$ cat src/rtl/spi_regm_pkg.sv
package spi_regm_pkg;

  localparam int unsigned REG_NUM_W = 5;
  localparam int unsigned BYTE_W    = 8;
  localparam int unsigned FRAME_W   = 2 * BYTE_W;

  typedef enum logic [2:0] {
    XS_IDLE  = 3'd0,
    XS_LOW   = 3'd1,
    XS_HIGH  = 3'd2,
    XS_TRAIL = 3'd3,
    XS_GAP   = 3'd4
  } xfer_state_e;

  // Command byte: register number in the upper five bits, direction at bit 1.
  function automatic logic [BYTE_W-1:0] build_cmd(input logic [REG_NUM_W-1:0] regnum,
                                                  input logic                 is_write);
    return {regnum, 1'b0, is_write, 1'b0};
  endfunction

endpackage

$ cat src/rtl/spi_regm_halfclk.sv
module spi_regm_halfclk #(
  parameter int unsigned HALF_DIV = 2
) (
  input  logic clk,
  input  logic rst_n,
  input  logic run,
  output logic tick
);

  generate
    if (HALF_DIV <= 1) begin : g_direct
      assign tick = run;
    end else begin : g_count
      localparam int unsigned CW = $clog2(HALF_DIV);
      localparam logic [CW-1:0] LAST = CW'(HALF_DIV - 1);
      logic [CW-1:0] cnt;

      always_ff @(posedge clk or negedge rst_n) begin
        if (!rst_n)            cnt <= '0;
        else if (!run)         cnt <= '0;
        else if (cnt == LAST)  cnt <= '0;
        else                   cnt <= cnt + 1'b1;
      end

      assign tick = run && (cnt == LAST);

      // a tick always restarts the half-period count
      p_restart_after_tick_r10: assert property (@(posedge clk) disable iff (!rst_n)
        tick |=> (cnt == '0));
    end
  endgenerate

endmodule

$ cat src/rtl/spi_regm_shifter.sv
module spi_regm_shifter #(
  parameter int unsigned FRAME_W = 16
) (
  input  logic               clk,
  input  logic               rst_n,
  input  logic               load,
  input  logic [FRAME_W-1:0] load_word,
  input  logic               step,
  input  logic               miso,
  output logic               mosi,
  output logic [FRAME_W-1:0] rx_word
);

  logic [FRAME_W-1:0] tx_sr;
  logic [FRAME_W-1:0] rx_sr;

  always_ff @(posedge clk or negedge rst_n) begin
    if (!rst_n) begin
      tx_sr <= '0;
      rx_sr <= '0;
    end else if (load) begin
      tx_sr <= load_word;
      rx_sr <= '0;
    end else if (step) begin
      tx_sr <= {tx_sr[FRAME_W-2:0], 1'b0};
      rx_sr <= {rx_sr[FRAME_W-2:0], miso};
    end
  end

  assign mosi    = tx_sr[FRAME_W-1];
  assign rx_word = rx_sr;

  // the most significant bit of a freshly loaded frame is presented first
  p_msb_first_r5: assert property (@(posedge clk) disable iff (!rst_n)
    load |=> (mosi == $past(load_word[FRAME_W-1])));

  // each step captures the current serial input into the low bit
  p_capture_r8: assert property (@(posedge clk) disable iff (!rst_n)
    (step && !load) |=> (rx_word[0] == $past(miso)));

endmodule

$ cat src/rtl/spi_regm_seq.sv
module spi_regm_seq
  import spi_regm_pkg::*;
#(
  parameter int unsigned FRAME_W = 16
) (
  input  logic clk,
  input  logic rst_n,
  input  logic start,
  input  logic tick,
  output logic run,
  output logic ss_n,
  output logic sclk,
  output logic step,
  output logic finish
);

  localparam int unsigned BCW = $clog2(FRAME_W);
  localparam logic [BCW-1:0] LAST_BIT = BCW'(FRAME_W - 1);

  xfer_state_e state;
  logic [BCW-1:0] bit_idx;

  always_ff @(posedge clk or negedge rst_n) begin
    if (!rst_n) begin
      state   <= XS_IDLE;
      bit_idx <= '0;
      ss_n    <= 1'b1;
      sclk    <= 1'b0;
    end else begin
      unique case (state)
        XS_IDLE: if (start) begin
          state   <= XS_LOW;
          bit_idx <= '0;
          ss_n    <= 1'b0;
        end
        XS_LOW: if (tick) begin
          state <= XS_HIGH;
          sclk  <= 1'b1;
        end
        XS_HIGH: if (tick) begin
          sclk <= 1'b0;
          if (bit_idx == LAST_BIT) begin
            state <= XS_TRAIL;
          end else begin
            bit_idx <= bit_idx + 1'b1;
            state   <= XS_LOW;
          end
        end
        XS_TRAIL: if (tick) begin
          state <= XS_GAP;
          ss_n  <= 1'b1;
        end
        XS_GAP: if (tick) begin
          state <= XS_IDLE;
        end
        default: state <= XS_IDLE;
      endcase
    end
  end

  assign run    = (state != XS_IDLE);
  assign step   = (state == XS_HIGH) && tick;
  assign finish = (state == XS_GAP) && tick;

  // the serial clock only rises inside a select window
  p_sclk_in_window_r3: assert property (@(posedge clk) disable iff (!rst_n)
    sclk |-> !ss_n);

  // idle means select released and clock low
  p_idle_pins_r1: assert property (@(posedge clk) disable iff (!rst_n)
    (state == XS_IDLE) |-> (ss_n && !sclk));

  // select is released only from the trailing phase, with the clock low
  p_release_low_r11: assert property (@(posedge clk) disable iff (!rst_n)
    $rose(ss_n) |-> (!sclk && $past(state == XS_TRAIL)));

endmodule

$ cat src/rtl/spi_reg_master.sv
module spi_reg_master
  import spi_regm_pkg::*;
#(
  parameter int unsigned HALF_DIV = 2
) (
  input  logic                 clk,
  input  logic                 rst_n,
  input  logic                 req_valid,
  output logic                 req_ready,
  input  logic                 req_write,
  input  logic [REG_NUM_W-1:0] req_addr,
  input  logic [BYTE_W-1:0]    req_wdata,
  output logic                 rsp_valid,
  output logic [BYTE_W-1:0]    rsp_status,
  output logic [BYTE_W-1:0]    rsp_rdata,
  output logic                 busy,
  output logic                 ss_n,
  output logic                 sclk,
  output logic                 mosi,
  input  logic                 miso
);

  logic               run;
  logic               tick;
  logic               step;
  logic               finish;
  logic               start;
  logic [FRAME_W-1:0] load_word;
  logic [FRAME_W-1:0] rx_word;

  assign busy      = run;
  assign req_ready = !run;
  assign start     = req_valid && req_ready;
  assign load_word = {build_cmd(req_addr, req_write),
                      (req_write ? req_wdata : {BYTE_W{1'b0}})};

  spi_regm_halfclk #(.HALF_DIV(HALF_DIV)) u_halfclk (
    .clk   (clk),
    .rst_n (rst_n),
    .run   (run),
    .tick  (tick)
  );

  spi_regm_seq #(.FRAME_W(FRAME_W)) u_seq (
    .clk    (clk),
    .rst_n  (rst_n),
    .start  (start),
    .tick   (tick),
    .run    (run),
    .ss_n   (ss_n),
    .sclk   (sclk),
    .step   (step),
    .finish (finish)
  );

  spi_regm_shifter #(.FRAME_W(FRAME_W)) u_shift (
    .clk       (clk),
    .rst_n     (rst_n),
    .load      (start),
    .load_word (load_word),
    .step      (step),
    .miso      (miso),
    .mosi      (mosi),
    .rx_word   (rx_word)
  );

  always_ff @(posedge clk or negedge rst_n) begin
    if (!rst_n) begin
      rsp_valid  <= 1'b0;
      rsp_status <= '0;
      rsp_rdata  <= '0;
    end else begin
      rsp_valid <= finish;
      if (finish) begin
        rsp_status <= rx_word[FRAME_W-1:BYTE_W];
        rsp_rdata  <= rx_word[BYTE_W-1:0];
      end
    end
  end

  // an accepted request makes the block busy on the next cycle
  p_accept_busy_r2: assert property (@(posedge clk) disable iff (!rst_n)
    start |=> (busy && !req_ready));

  // completion strobe lasts one cycle and coincides with idle
  p_done_pulse_r9: assert property (@(posedge clk) disable iff (!rst_n)
    rsp_valid |=> !rsp_valid);
  p_done_idle_r9: assert property (@(posedge clk) disable iff (!rst_n)
    rsp_valid |-> !busy);

  // data out holds while the serial clock stays high
  p_mosi_hold_r5: assert property (@(posedge clk) disable iff (!rst_n)
    (sclk && $past(sclk)) |-> $stable(mosi));

  // data out rests low whenever no access is running
  p_idle_mosi_r1: assert property (@(posedge clk) disable iff (!rst_n)
    !busy |-> (!mosi && ss_n && !sclk));

endmodule

$ cat config.mk
export PLATFORM = sky130hd
export DESIGN_NAME = spi_reg_master
export DESIGN_NICKNAME = d
export VERILOG_FILES = /design/src/rtl/spi_regm_pkg.sv /design/src/rtl/spi_regm_halfclk.sv /design/src/rtl/spi_regm_shifter.sv /design/src/rtl/spi_regm_seq.sv /design/src/rtl/spi_reg_master.sv
export SDC_FILE = /design/constraint.sdc
export NUM_CORES = 1
export LEC_CHECK = 0
export CAP_MARGIN = 20
export CORE_MARGIN = 4
export CORE_UTILIZATION = 35
export DETAILED_ROUTE_END_ITERATION = 10
export PLACE_DENSITY_LB_ADDON = 0.1
export SYNTH_ARGS = -nofsm -noshare
export SYNTH_HDL_FRONTEND = slang
export SYNTH_SLANG_ARGS = --single-unit
$ cat constraint.sdc
create_clock -name clk -period 2.5 [get_ports clk]
set_input_delay 0.375 -clock clk [delete_from_list [all_inputs] [get_ports clk]]
set_output_delay 0.375 -clock clk [all_outputs]
set_load 0.05 [all_outputs]
== Yosys cells after proc, flatten, opt, wreduce, memory -nomap -nowiden ==
Cells that the tools add are included.

* Output and inout bits: 22
* Bits of input ports: 18
* Register bits after elaboration: 59
* Word-level logic and storage cells: 61

* Equality and inequality tests: 11
* Reduce and logical (&&, ||, !) cells: 15
* Add/sub/neg operators: 2
* Multiplexer cells: 23

{| class="wikitable"
|+ Operators with widths
! cell !! number
|-
| 16-bit two-way mux || 4
|-
| 3-bit two-way mux || 5
|-
| 3-bit case mux with 5 select lines || 1
|-
| 4-bit two-way mux || 3
|-
| 8-bit two-way mux || 1
|-
| 2-bit by 1-bit != test with 1-bit output, second input constant || 4
|-
| 4-bit case mux with 2 select lines || 1
|-
| 2-bit nonzero test || 4
|-
| 3-bit by 2-bit equality test with 1-bit output, second input constant || 2
|-
| 3-bit AND reduction || 2
|-
| 1-bit two-way mux || 5
|-
| 5-bit AND reduction || 1
|-
| 4-bit by 1-bit adder with 4-bit output, second input constant || 1
|-
| 4-bit equality test, second input constant || 1
|-
| 1-bit logical AND || 4
|-
| 2-bit != test, second input constant || 2
|-
| 1-bit case mux with 2 select lines || 2
|-
| 4-bit AND reduction || 1
|-
| 3-bit by 1-bit equality test with 1-bit output, second input constant || 1
|-
| 3-bit equality test, second input constant || 1
|-
| 3-bit logical NOT || 1
|-
| 3-bit nonzero test || 1
|-
| 2-bit two-way mux || 1
|-
| 1-bit adder, second input constant || 1
|-
| 1-bit logical NOT || 1
|}

== Depth between registers and ports, before layout ==
* Depth in word-level cells: 5
* Gate-level depth with buffers: 6
* Depth with buffers taken out: 4

== Cells and area by module ==
From an unflattened synthesis, not the netlist that was laid out.

* Cell total of the unflattened synthesis: 225
* Area total of the unflattened synthesis: 2717.6 µm²

{| class="wikitable"
|+ By module, submodules not included
! module !! area each (µm²) !! instances !! cells an instance !! sequential area each (µm²)
|-
| spi_regm_shifter || 1412.6 || 1 || 121 || 800.8
|-
| spi_reg_master || 738.2 || 1 || 46 || 425.4
|-
| spi_regm_seq || 525.5 || 1 || 55 || 226.5
|-
| spi_regm_halfclk || 41.3 || 1 || 3 || 25.0
|}

== Worst setup path before layout ==
No wires, ideal clock.

* Path kind: flip-flop to output port
* Start: reg u_seq.state[2]
* End: out req_ready
* Arrival: 1380 ps
* Stages on the path, launching flop included: 5
* Data required time: 2125 ps
* Slack: 745 ps
* Path through: dfrtp_1 buf_2 inv_1 nand2_1 inv_1

* Cells in the longest elaborated chain, start to end: 2

{| class="wikitable"
|+ Ends and longest elaborated chain
! item !! line !! text
|-
| start, declared || spi_regm_seq.sv:20 || <nowiki>xfer_state_e state;</nowiki>
|-
| start signal, assigned || spi_regm_seq.sv:25 || <nowiki>state <= XS_IDLE;</nowiki>
|-
| start signal, assigned || spi_regm_seq.sv:32 || <nowiki>state <= XS_LOW;</nowiki>
|-
| start signal, assigned || spi_regm_seq.sv:37 || <nowiki>state <= XS_HIGH;</nowiki>
|-
| 3-bit nonzero test || spi_regm_seq.sv:61 || <nowiki>assign run = (state != XS_IDLE);</nowiki>
|-
| net busy || spi_reg_master.sv:16 || <nowiki>output logic busy,</nowiki>
|-
| 1-bit logical NOT || n/a ||
|-
| end, declared || spi_reg_master.sv:9 || <nowiki>output logic req_ready,</nowiki>
|}

The timed path passes the listed nets, and every way through them passes these cells.

== Worst setup path after layout ==
* Start: reg u_seq.state[1]
* End: out busy

* Cells in the longest elaborated chain, start to end: 1

{| class="wikitable"
|+ Ends and longest elaborated chain
! item !! line
|-
| 3-bit nonzero test || spi_regm_seq.sv:61
|-
| end, declared || spi_reg_master.sv:16
|}

Every way passes these cells.

==> results.tsv <==
metric	value	unit
Fillers	659	
slowest CP cell	clkdlybuf4s50_1	
met3 wire len	292	microns
Adder-Cell Fraction of Synth Area	0.492	%
antenna violations before repair	0	
Port Buf Inserts	39	
Critical Path Source	u_seq.state[1]	
Max Root-Sink Buffers	2	
Crit path max-delay family	buffers and inverters	
fraction of layout cells with a size suffix above 1	17.4	%
fin crit period	2340	ps
Seq/Total Area, Yosys	58.1	%
switching power	1170	uW
post-detailed-route count of antenna-violating nets	0	
RR Startpoint	u_seq.state[2]	
Worst slew margin	54.2	%
DR WL/cell	14.4	microns
measured slew at the worst slew-check pin	687	ps
XOR/XNOR share of the synthesized area	0.345	%
pwr dens	1030	mW/mm^2
Worst Skew	4.83	ps
syn nets	223	
Std-Cell Rows	30	
Highest Signal Layer	met4	
Critical path buffers and inverters	1	
Synth Area in Simple Gates	9.90	%
switch share	35.2	%
largest net degree at the start of global routing	32	
fmax	428	MHz
Remaining Overflow, GRT	0	
1st-pass router iterations	4	
Worst R2R Setup Slack	660	ps
max-slew violations	0	
TritonCTS buffer count	9	
Multi-input gate area	953	sq um
H-Tree Depth	3	
#FFs+latches synth	59	
total setup buffers inserted after CTS	0	
Worst R2R Path Depth	3	
Pint	2150	uW
commonest non-fill, non-tap cell in the layout	dfrtp_1	
clk_lat worst skew	330	ps
Cell Count, Final, Fillers Out	343	
Core Region	0.00691	sq mm
met2 wire len	2190	microns
Hold Fails Final Rpt	0	
ANT cells	0	
area delta synth->final	26.9	%
Reg area	0.00148	sq mm
worst path arrival time	1960	ps
Leak	0.00145	uW
Setup Viol. Count Final	0	
Netlist cell types	37	
vias in the first global route	1700	
synth warn	0	
worst endpoint required time	2120	ps
hold crit path type	in -> async	
IO Count	40	
Initial DRC Count	79	
final-stage net count	261	
post-route clock period utilization	93.4	%
commonest cells after routing, fill and taps aside	58 x dfrtp_1, 37 x clkdlybuf4s50_1, 18 x o21ai_0	
first-pass GRT wire length	8440	microns
Inst Count DP	327	
initial core utilization	36.8	%
Root Buffer	clkbuf_8	
Crit Path Max Fanout	14	
clock transition at the registers of the reported paths	70	ps
Synth Area in Compound Gates	13.4	%
vias	1710	
DIE HEIGHT	93.2	microns
critical path type	reg -> out	
GRT Total Usage	12.6	%
Seq pwr share	40.7	%
Netlist Area Pre-Place	0.00254	sq mm
RSZ-0062 raised after global routing	false	
CP Cell Sequence	nor2_1 > nand2_1 > clkdlybuf4s50_1	
main combinational cell family by area after synthesis	compound AO/OA/AOI/OAI gates	
part of the power in combinational logic	31.7	%
max incr delay on CP	800	ps
total of max-cap violations	0	
status	complete, no violations	
syn_area_per_cell	12.5	sq um
Setup TNS Final	0	ps
clock sink total	59	
gpl congestion	0.776	
Routed WL	4950	microns
drc violations	0	
critical path startpoint category	flip-flop	
mux contribution to synthesized area	13.4	%
clock power share	27.6	%
Worst IR Drop VDD	0.000440	V
Cells after Synth	204	
Die Area	0.00869	sq mm
wl on met1	2410	microns
CP Capture Type	primary output	
Final HPWL DP	3220	microns
Die W	93.2	microns
worst reg2reg path endpoint	u_shift.rx_word[15]	
TritonCTS clock tree	yes	
DR vias/cell	4.99	
==> power by group through the flow <==
stage,sequential (uW),combinational (uW),clock [uW]
2_1_floorplan,1460,674,0
3_3_place_gp,1370,1060,0
3_5_place_dp,1360,1060,0
4_1_cts,1350,1070,961
5_1_grt,1380,1160,1010
6_report,1350,1050,917
==> logic make-up (layout without fill, tap and decap cells) <==
logic type,Yosys count,count (layout)
mux,32,32
simple gates,42,42
compound gates,48,48
fa+ha+maj,1,1
xor+xnor,1,1
buf+inv,21,64
flops,59,59
==> stage by stage <==
stage / cell area (sq um) / setup WS (ps) / util (%) / power [uW] / hold slack (ps)
after floorplan: 2540 / 745 / - / 2130 / 79.4
after global placement: 3010 / 483 / 43.6 / 2430 / 460
after detailed placement: 3010 / 452 / 43.6 / 2430 / 467
after CTS: 3220 / 66.4 / 46.6 / 3380 / 92.2
after global routing: 3220 / 51.4 / 46.7 / 3550 / 108
final: 3220 / 164 / 46.7 / 3320 / 79.8
==> sequential cells by signal (all words and copies together) (netlist names) <==
name	count
u_shift.rx_word	16
u_seq.sclk	1
u_seq.state	3
rsp_status	8
u_halfclk.g_count.cnt	1
rsp_valid	1
rsp_rdata	8
u_shift.tx_sr	16
u_seq.bit_idx	4
u_seq.ss_n	1
==> worst max path at each step <==
stage / end / slack, ps / cells after the start
floorplan: req_ready / 750 / 4
global placement: req_ready / 480 / 4
detailed placement: req_ready / 450 / 4
CTS: req_ready / 70 / 4
global route: busy / 50 / 3
finish: busy / 160 / 3
==> timing repair <==
action / in CTS / in global routing
resized for setup: 0 / 1
endpoints found under the setup margin: 0 / 1
hold buffers: 0 / 0
==> routing by layer <==
layer  vias up  track usage (%)
met4         0             4.76
met2        51             17.5
met3         7             5.71
met5         -                0
li1        811                -
met1       841             17.3
==> synthesized netlist by cell type <==
cell type,count,share of area (%)
nand4_1,1,0.25
o2111ai_1,1,0.34
and3b_1,1,0.34
a211oi_1,2,0.59
a31o_2,1,0.34
buf_6,1,0.44
nor2_1,9,1.3
a22o_1,15,5.2
nor2b_1,2,0.49
nand2b_1,1,0.25
a21boi_0,1,0.30
nand3b_1,2,0.59
buf_2,7,1.4
buf_4,4,1.2
inv_1,4,0.59
a32o_1,1,0.39
and4bb_2,1,0.49
nand3_1,8,1.6
nor4b_4,1,0.94
a21o_1,3,0.89
and3_1,2,0.49
dfrtp_1,58,57
ha_1,1,0.49
mux2_2,16,7.1
nand2_1,8,1.2
o21ai_0,18,3.5
o211ai_1,5,1.5
clkbuf_1,5,0.74
xor2_1,1,0.34
a2bb2oi_1,1,0.34
nor4bb_1,1,0.39
mux2i_1,16,6.3
or4b_1,1,0.39
dfstp_2,1,1.0
nor2_2,1,0.25
nor3b_1,2,0.59
or3b_2,1,0.34
==> area by class of cell <==
cell class / instances / share of cell area [%]
timing repair buffer: 44 / 14.0
tap: 96 / 3.73
inverter: 4 / 0.466
clock buffer: 10 / 3.96
clock inverter: 6 / 2.48
sequential: 59 / 45.8
multi-input combinational: 124 / 29.6
Note: power is estimated with default switching activity, not from simulation.
